$ cat src/rtl/pxs_pkg.sv
`timescale 1ns/1ps
package pxs_pkg;
  localparam int CHANNELS     = 3;
  localparam int DEF_COLOR_W  = 8;
  localparam int DEF_NARROW_W = 6;

  typedef struct packed {
    logic de;
    logic hs;
    logic vs;
  } pxs_ctl_t;
endpackage

$ cat src/rtl/pxs_slot_tracker.sv
`timescale 1ns/1ps
module pxs_slot_tracker (
  input  logic clk,
  input  logic rst,
  input  logic in_de,
  output logic is_first,
  output logic de_rise,
  output logic de_fall
);
  logic de_q;
  logic in_second;

  // A data-enable rising edge always opens a fresh pair.
  always_comb begin
    de_rise  = in_de & ~de_q;
    de_fall  = ~in_de & de_q;
    is_first = de_rise | ~in_second;
  end

  always_ff @(posedge clk) begin
    if (rst) begin
      de_q      <= 1'b0;
      in_second <= 1'b0;
    end else begin
      de_q      <= in_de;
      in_second <= is_first;
    end
  end
endmodule

$ cat src/rtl/pxs_blank_mon.sv
`timescale 1ns/1ps
module pxs_blank_mon (
  input  logic clk,
  input  logic rst,
  input  logic in_de,
  input  logic de_rise,
  input  logic de_fall,
  output logic blank_err
);
  logic parity;
  logic armed;

  always_ff @(posedge clk) begin
    if (rst) begin
      parity    <= 1'b0;
      armed     <= 1'b0;
      blank_err <= 1'b0;
    end else begin
      if (de_rise) begin
        if (armed && parity) blank_err <= 1'b1;
        parity <= 1'b0;
      end else if (!in_de) begin
        parity <= ~parity;
      end
      if (de_fall) armed <= 1'b1;
    end
  end
endmodule

$ cat src/rtl/pxs_pair_builder.sv
`timescale 1ns/1ps
module pxs_pair_builder
  import pxs_pkg::*;
#(
  parameter int COLOR_W  = DEF_COLOR_W,
  parameter int NARROW_W = DEF_NARROW_W,
  localparam int PIX_W   = CHANNELS * COLOR_W,
  localparam int NPIX_W  = CHANNELS * NARROW_W,
  localparam int DROP    = COLOR_W - NARROW_W
) (
  input  logic              clk,
  input  logic              rst,
  input  logic              is_first,
  input  logic              in_de,
  input  logic              in_hs,
  input  logic              in_vs,
  input  logic [PIX_W-1:0]  in_pix,
  output logic              out_valid,
  output logic              out_de,
  output logic              out_hs,
  output logic              out_vs,
  output logic [PIX_W-1:0]  out_odd,
  output logic [PIX_W-1:0]  out_even,
  output logic [NPIX_W-1:0] out_odd_n,
  output logic [NPIX_W-1:0] out_even_n,
  output logic              out_odd_only
);
  pxs_ctl_t         held_ctl;
  logic [PIX_W-1:0] held_pix;

  always_ff @(posedge clk) begin
    if (rst) begin
      held_ctl     <= '0;
      held_pix     <= '0;
      out_valid    <= 1'b0;
      out_de       <= 1'b0;
      out_hs       <= 1'b0;
      out_vs       <= 1'b0;
      out_odd      <= '0;
      out_even     <= '0;
      out_odd_only <= 1'b0;
    end else if (is_first) begin
      held_ctl  <= '{de: in_de, hs: in_hs, vs: in_vs};
      held_pix  <= in_de ? in_pix : '0;
      out_valid <= 1'b0;
    end else begin
      out_valid    <= 1'b1;
      out_de       <= held_ctl.de;
      out_hs       <= held_ctl.hs;
      out_vs       <= held_ctl.vs;
      out_odd      <= held_ctl.de ? held_pix : '0;
      out_even     <= (held_ctl.de && in_de) ? in_pix : '0;
      out_odd_only <= held_ctl.de && !in_de;
    end
  end

  for (genvar c = 0; c < CHANNELS; c++) begin : g_narrow
    assign out_odd_n[c*NARROW_W +: NARROW_W]  = out_odd[c*COLOR_W + DROP +: NARROW_W];
    assign out_even_n[c*NARROW_W +: NARROW_W] = out_even[c*COLOR_W + DROP +: NARROW_W];
  end
endmodule

$ cat src/rtl/pxs_pair_splitter.sv
`timescale 1ns/1ps
module pxs_pair_splitter
  import pxs_pkg::*;
#(
  parameter int COLOR_W  = DEF_COLOR_W,
  parameter int NARROW_W = DEF_NARROW_W,
  localparam int PIX_W   = CHANNELS * COLOR_W,
  localparam int NPIX_W  = CHANNELS * NARROW_W
) (
  input  logic              clk,
  input  logic              rst,
  input  logic              in_de,
  input  logic              in_hs,
  input  logic              in_vs,
  input  logic [PIX_W-1:0]  in_pix,
  output logic              out_valid,
  output logic              out_de,
  output logic              out_hs,
  output logic              out_vs,
  output logic [PIX_W-1:0]  out_odd,
  output logic [PIX_W-1:0]  out_even,
  output logic [NPIX_W-1:0] out_odd18,
  output logic [NPIX_W-1:0] out_even18,
  output logic              out_odd_only,
  output logic              blank_err
);
  logic is_first;
  logic de_rise;
  logic de_fall;

  pxs_slot_tracker i_slot (
    .clk      (clk),
    .rst      (rst),
    .in_de    (in_de),
    .is_first (is_first),
    .de_rise  (de_rise),
    .de_fall  (de_fall)
  );

  pxs_blank_mon i_blank (
    .clk       (clk),
    .rst       (rst),
    .in_de     (in_de),
    .de_rise   (de_rise),
    .de_fall   (de_fall),
    .blank_err (blank_err)
  );

  pxs_pair_builder #(
    .COLOR_W  (COLOR_W),
    .NARROW_W (NARROW_W)
  ) i_pair (
    .clk          (clk),
    .rst          (rst),
    .is_first     (is_first),
    .in_de        (in_de),
    .in_hs        (in_hs),
    .in_vs        (in_vs),
    .in_pix       (in_pix),
    .out_valid    (out_valid),
    .out_de       (out_de),
    .out_hs       (out_hs),
    .out_vs       (out_vs),
    .out_odd      (out_odd),
    .out_even     (out_even),
    .out_odd_n    (out_odd18),
    .out_even_n   (out_even18),
    .out_odd_only (out_odd_only)
  );
endmodule

$ cat config.mk
export PLATFORM = sky130hd
export DESIGN_NAME = pxs_pair_splitter
export DESIGN_NICKNAME = d
export VERILOG_FILES = /design/src/rtl/pxs_pkg.sv /design/src/rtl/pxs_slot_tracker.sv /design/src/rtl/pxs_blank_mon.sv /design/src/rtl/pxs_pair_builder.sv /design/src/rtl/pxs_pair_splitter.sv
export SDC_FILE = /design/constraint.sdc
export NUM_CORES = 1
export LEC_CHECK = 0
export BUFFER_PORTS_ARGS = -buffer_cell sky130_fd_sc_hd__buf_2
export CORE_MARGIN = 2
export CORE_UTILIZATION = 36
export DETAILED_ROUTE_END_ITERATION = 10
export GPL_ROUTABILITY_DRIVEN = 0
export HOLD_SLACK_MARGIN = 0.15
export PLACE_DENSITY = 0.57
export SYNTH_ARGS = -nofsm -noshare
export SYNTH_HDL_FRONTEND = slang
export SYNTH_HIERARCHICAL = 1
export SYNTH_SLANG_ARGS = --single-unit
export TNS_END_PERCENT = 30
$ cat constraint.sdc
create_clock -name clk -period 1.3 [get_ports clk]
set_input_delay 0.26 -clock clk [delete_from_list [all_inputs] [get_ports clk]]
set_output_delay 0.26 -clock clk [all_outputs]
set_load 0.02 [all_outputs]
# Word-level counts from Yosys, hierarchy flattened
# Index checks and enable logic that the tools add are counted.
classes:
  n_reduce_logical: 6
  n_bitwise: 7
  mux: 4
op_table:
  columns: ["cell", "n"]
  rows:
  - ["$mux W24", 3]
  - ["$not A1 Y1", 4]
  - ["$logic_and A1 B1 Y1", 3]
  - ["$and A1 B1 Y1", 2]
  - ["$reduce_and A2 Y1", 1]
  - ["$reduce_or A2 Y1", 1]
  - ["$logic_not A1 Y1", 1]
  - ["$mux W1", 1]
  - ["$or A1 B1 Y1", 1]
totals:
  reg_bits: 85
  inputBits: 29
  output_inout_bits: 90
  wordCells: 33

# Logic depth before layout (Yosys ltp)
depth:
  word_depth: 4
  ltp_mapped: 7
  depth_no_buf: 4

# Hierarchy
# Netlist, hierarchy kept.
by_module_without_submodules:
  columns: ["mod", "cells_each", "area_each_um2", "seq_area_each_um2", "n_inst"]
  rows:
  - ["pxs_pair_builder", 387, 3352.0, 1601.5, 1]
  - ["pxs_blank_mon", 9, 96.3, 60.1, 1]
  - ["pxs_slot_tracker", 8, 80.1, 40.0, 1]

# Worst setup path before layout
# No wires, ideal clock.
synth_timing:
  path_kind: "reg2reg"
  startpoint: "register i_slot.de_q"
  endpoint: "register i_pair.out_odd_only"
  slack_ns: 0.121
  setup_time_ns: 0.070
  required_ns: 1.230
  t_arrival_ns: 1.109
  path_buffers: 1
  period_less_slack_ns: 1.179
  path_stages_with_launch: 6
  cell_sequence: "dfxtp_1 -> nand2b_4 -> nand2_1 -> buf_6 -> or3b_1 -> a21oi_1"
synth_via:
  elab_chain_cells: 3
synth_rtl:
  columns: ["item", "line", "rtl"]
  rows:
  - ["from (decl)", "pxs_slot_tracker.sv:10", "logic de_q;"]
  - ["from (signal assigned)", "pxs_slot_tracker.sv:25", "de_q <= in_de;"]
  - ["$not A1 Y1", "pxs_slot_tracker.sv:15", "de_rise = in_de & ~de_q;"]
  - ["$and A1 B1 Y1", "pxs_slot_tracker.sv:15", null]
  - ["$or A1 B1 Y1", "pxs_slot_tracker.sv:17", "is_first = de_rise | ~in_second;"]
  - ["named net is_first", "pxs_pair_splitter.sv:27", "logic is_first;"]
  - ["to (signal assigned)", "pxs_pair_builder.sv:53", "out_odd_only <= held_ctl.de && !in_de;"]
  - ["to (decl)", "pxs_pair_builder.sv:26", "output logic out_odd_only"]
# The timed path passes the listed nets, and every way through them passes these cells.
# A chain may end at the register's enable or synchronous reset.

# Worst setup path after layout
layout_timing:
  startpoint: "register i_slot.de_q"
  endpoint: "register i_pair.out_even[18]"
layout_via:
  elab_chain_cells: 3
layout_rtl:
  columns: ["item", "line", "rtl"]
  rows:
  - ["$not A1 Y1", "pxs_slot_tracker.sv:15", null]
  - ["$and A1 B1 Y1", "pxs_slot_tracker.sv:15", null]
  - ["$or A1 B1 Y1", "pxs_slot_tracker.sv:17", null]
  - ["named net is_first", "pxs_pair_splitter.sv:27", null]
  - ["to (signal assigned)", "pxs_pair_builder.sv:52", "out_even <= (held_ctl.de && in_de) ? in_pix : '0;"]
  - ["to (decl)", "pxs_pair_builder.sv:23", "output logic [PIX_W-1:0] out_even,"]
# The timed path passes the listed nets, and every way through them passes these cells.

==> metrics.md <==
| Metric | Value |
|---|---|
| Peak supply drop | `~0.54 mV` |
| Internal power | `0.00419 W` |
| First-pass GRT wire length | `12500 um` |
| Sw Pwr | `0.00125 W` |
| Synth area leader | `dfxtp_1` |
| Pwr Density | `1270 nW/um^2` |
| Worst Tran Pin Value | `0.347 ns` |
| Clk sinks | `85` |
| DRC | `0` |
| Maximum number of pins on one net before global-route repair | `76` |
| DP HPWL | `5180 um` |
| FF+latch count, synth | `85` |
| Syn. warnings | `6` |
| Switching Fraction | `0.230` |
| Yosys cell types | `21` |
| DRT Wirelength | `8070 um` |
| Sequential cell area fraction in the yosys report | `0.482` |
| Cell count after synthesis | `404` |
| WP data arrival | `1.54 ns` |
| Fill cells | `980` |
| Top-area cell type share of the netlist area | `0.482` |
| Max-slew headroom at the worst pin | `0.769` |
| Post-route ant nets | `0` |
| Vias in the first global route | `2416` |
| Die ar. | `10600 um^2` |
| Root buffer cell | `clkbuf_8` |
| Critical path type | `flop to flop` |
| Commonest non-fill, non-tap cell in the layout | `buf_2` |
| Pins Over Slew Limit | `0` |
| Diodes inserted | `0` |
| Fraction of final layout cells sized beyond drive strength 1 | `0.315` |
| Startpoint Class | `flop` |
| FMAX | `794 MHz` |
| CTS tree | `built` |
| Clock Skew | `0.00954 ns` |
| Static leakage | `1.80 nW` |
| Synthesized area | `3530 um^2` |
| P&R area growth vs syn | `21.2%` |
| Pwr Total | `about 0.0054 W` |
| Crit path required time | `1.58 ns` |
| Total CTS buffers | `9` |
| Hold Path Class | `input port to flop` |
| CTS clk-pin slew, worst paths | `roughly 0.080 ns` |
| Core Footprint | `9640 um^2` |
| H-tree levels | `3` |
| Final period utilization | `0.968` |
| Io pins | `119` |
| Via Count | `between 2000 and 3000` |
| FP Rows | `36` |
| Final Cell Area | `4280 um^2` |
| RSZ-0062 raised after global routing | `true` |
| Clock buffer depth | `2` |
| Initial antenna violation count | `0` |
| Commonest cells after routing, fill and taps aside | `buf_2, dfxtp_1, a21oi_1` |
| Synth area leaders | `dfxtp_1, a21oi_1, buf_4, nand2_1, nand4b_1` |
| Routed len/inst | `13.2 um` |
| Gr ovfl total | `0` |
| Gate power share | `0.095` |
| Status | `finished clean` |
| Placed instance area | `about 4000 um^2` |
| Initial DRC Count | `111` |
| DR pass1 iterations | `4` |
| Synthesized area per cell | `8.73 um^2` |
| Die Wd | `~100 um` |
| Final hold vios | `0` |
| IO buf count | `118` |
| Syn_nets | `433` |
| Clock power frac | `0.407` |
| Initial cell density of the core | `0.366` |
| Vias per inst | `about 4.7` |
| Die Ht | `a little over 100 um` |
| Total GRT Usage | `0.151` |
| Sequential Power Share | `0.498` |
| Max-cap viol count | `0` |
| Crit end category | `flop` |
| Final setup viols | `0` |
| Nets@finish | `~510` |
| CP max FO | `36` |
| Post-layout min period | `~1.3 ns` |
| Setup Total Neg Slack | `0 ns` |
| Clock latency on the worst-skew pair | `0.35 ns` |
-- metrics by stage --
step	instances	hold WS, ns	worst slack, ns	utilization
floorplan	404	0.329	0.121	-
global placement	597	0.443	0.0619	0.415
detailed placement	597	0.446	0.0252	0.415
CTS	613	0.167	0.0177	0.442
global route	613	0.175	-0.0206	0.444
finish	613	0.187	0.0410	0.444
-- layer usage --
| layer | vias to the layer above | share of wire | global-route usage |
|---|---|---|---|
| li1 | 1475 | - | - |
| met1 | 1307 | 0.49 | 0.223 |
| met2 | 97 | 0.43 | 0.210 |
| met3 | 10 | 0.063 | 0.0319 |
| met4 | 0 | 0.015 | 0.0638 |
| met5 | - | 0 | 0 |
-- path summary, 6_finish.rpt --
check	from	end	slack [ns]	cells past startpoint
worst min-delay path	in_pix[19]	i_pair/held_pix[19]$_SDFFE_PP0P_	0.19	3
worst min register to register	i_pair/out_odd[16]$_SDFFE_PP0N_	i_pair/out_odd[16]$_SDFFE_PP0N_	0.45	2
worst max register to register	i_slot/de_q$_SDFF_PP0_	i_pair/out_even[18]$_SDFFE_PP0N_	0.04	5
worst max-delay path	i_slot/de_q$_SDFF_PP0_	i_pair/out_even[18]$_SDFFE_PP0N_	0.04	5
-- kinds of logic (layout without fill, tap and decap cells) --
logic type,after synthesis,in the layout,share of synthesized area
flip-flops,85,85,0.482
buffers and inverters,73,149,0.130
AND/OR/NAND/NOR,164,164,0.270
XOR/XNOR,1,1,0.00248
AO/OA/AOI/OAI,81,81,0.115
-- registers in the layout, summed over array words and instances, names as in the netlist --
| signal | flops |
|---|---|
| i_pair/out_valid | 1 |
| i_blank/blank_err | 1 |
| i_pair/out_even | 24 |
| i_slot/de_q | 1 |
| i_slot/in_second | 1 |
| i_pair/out_de | 1 |
| i_blank/armed | 1 |
| i_pair/out_odd_only | 1 |
| i_blank/parity | 1 |
| i_pair/out_odd | 24 |
| i_pair/held_pix | 24 |
| i_pair/out_hs | 1 |
| i_pair/out_vs | 1 |
| i_pair/held_ctl | 3 |
-- cell usage after synthesis --
cell type	n
buf_1	2
a21oi_1	80
buf_4	44
nand3b_1	24
nand4b_1	24
and2b_1	1
nand2b_1	27
or3b_1	1
nor3_2	1
nor2b_1	1
nand2_1	56
nand3_1	24
buf_6	2
buf_2	5
dfxtp_1	85
a31oi_1	1
clkbuf_1	19
xor2_1	1
nand2b_4	1
inv_1	1
nor2_1	4
-- timing repair --
item                       4_1_cts  5_1_grt
hold buffers                     2        0
setup buffers                    0        0
hold endpoints to repair         2        0
gates resized for setup          0        3
setup endpoints to repair        0       23
-- area by class of cell --
cell class	instances	area [um^2]	area share
clock inverter	4	97.6	0.0228
multi-input combinational	246	1390	0.324
sequential	85	1700	0.398
clock buffer	10	138	0.0322
tap	133	166	0.0389
inverter	1	3.75	0.000878
timing repair buffer	134	782	0.183
-- critical path, cell delays in order (launching register included) --
cell      delay (ns)
dfxtp_1         0.33
nand2b_4        0.16
nand2_8         0.11
buf_12          0.19
nand4b_1        0.22
a21oi_1         0.17
-- power by group through the flow --
stage	combinational, W	clock, W	sequential [W]
after global placement	0.000503	0	0.00277
after global routing	0.000570	0.00240	0.00272
after detailed placement	0.000505	0	0.00277
after CTS	0.000511	0.00228	0.00271
final	0.000517	0.00222	0.00271
after floorplan	0.000326	0	0.00278
Power figures use the tool's default switching activity.
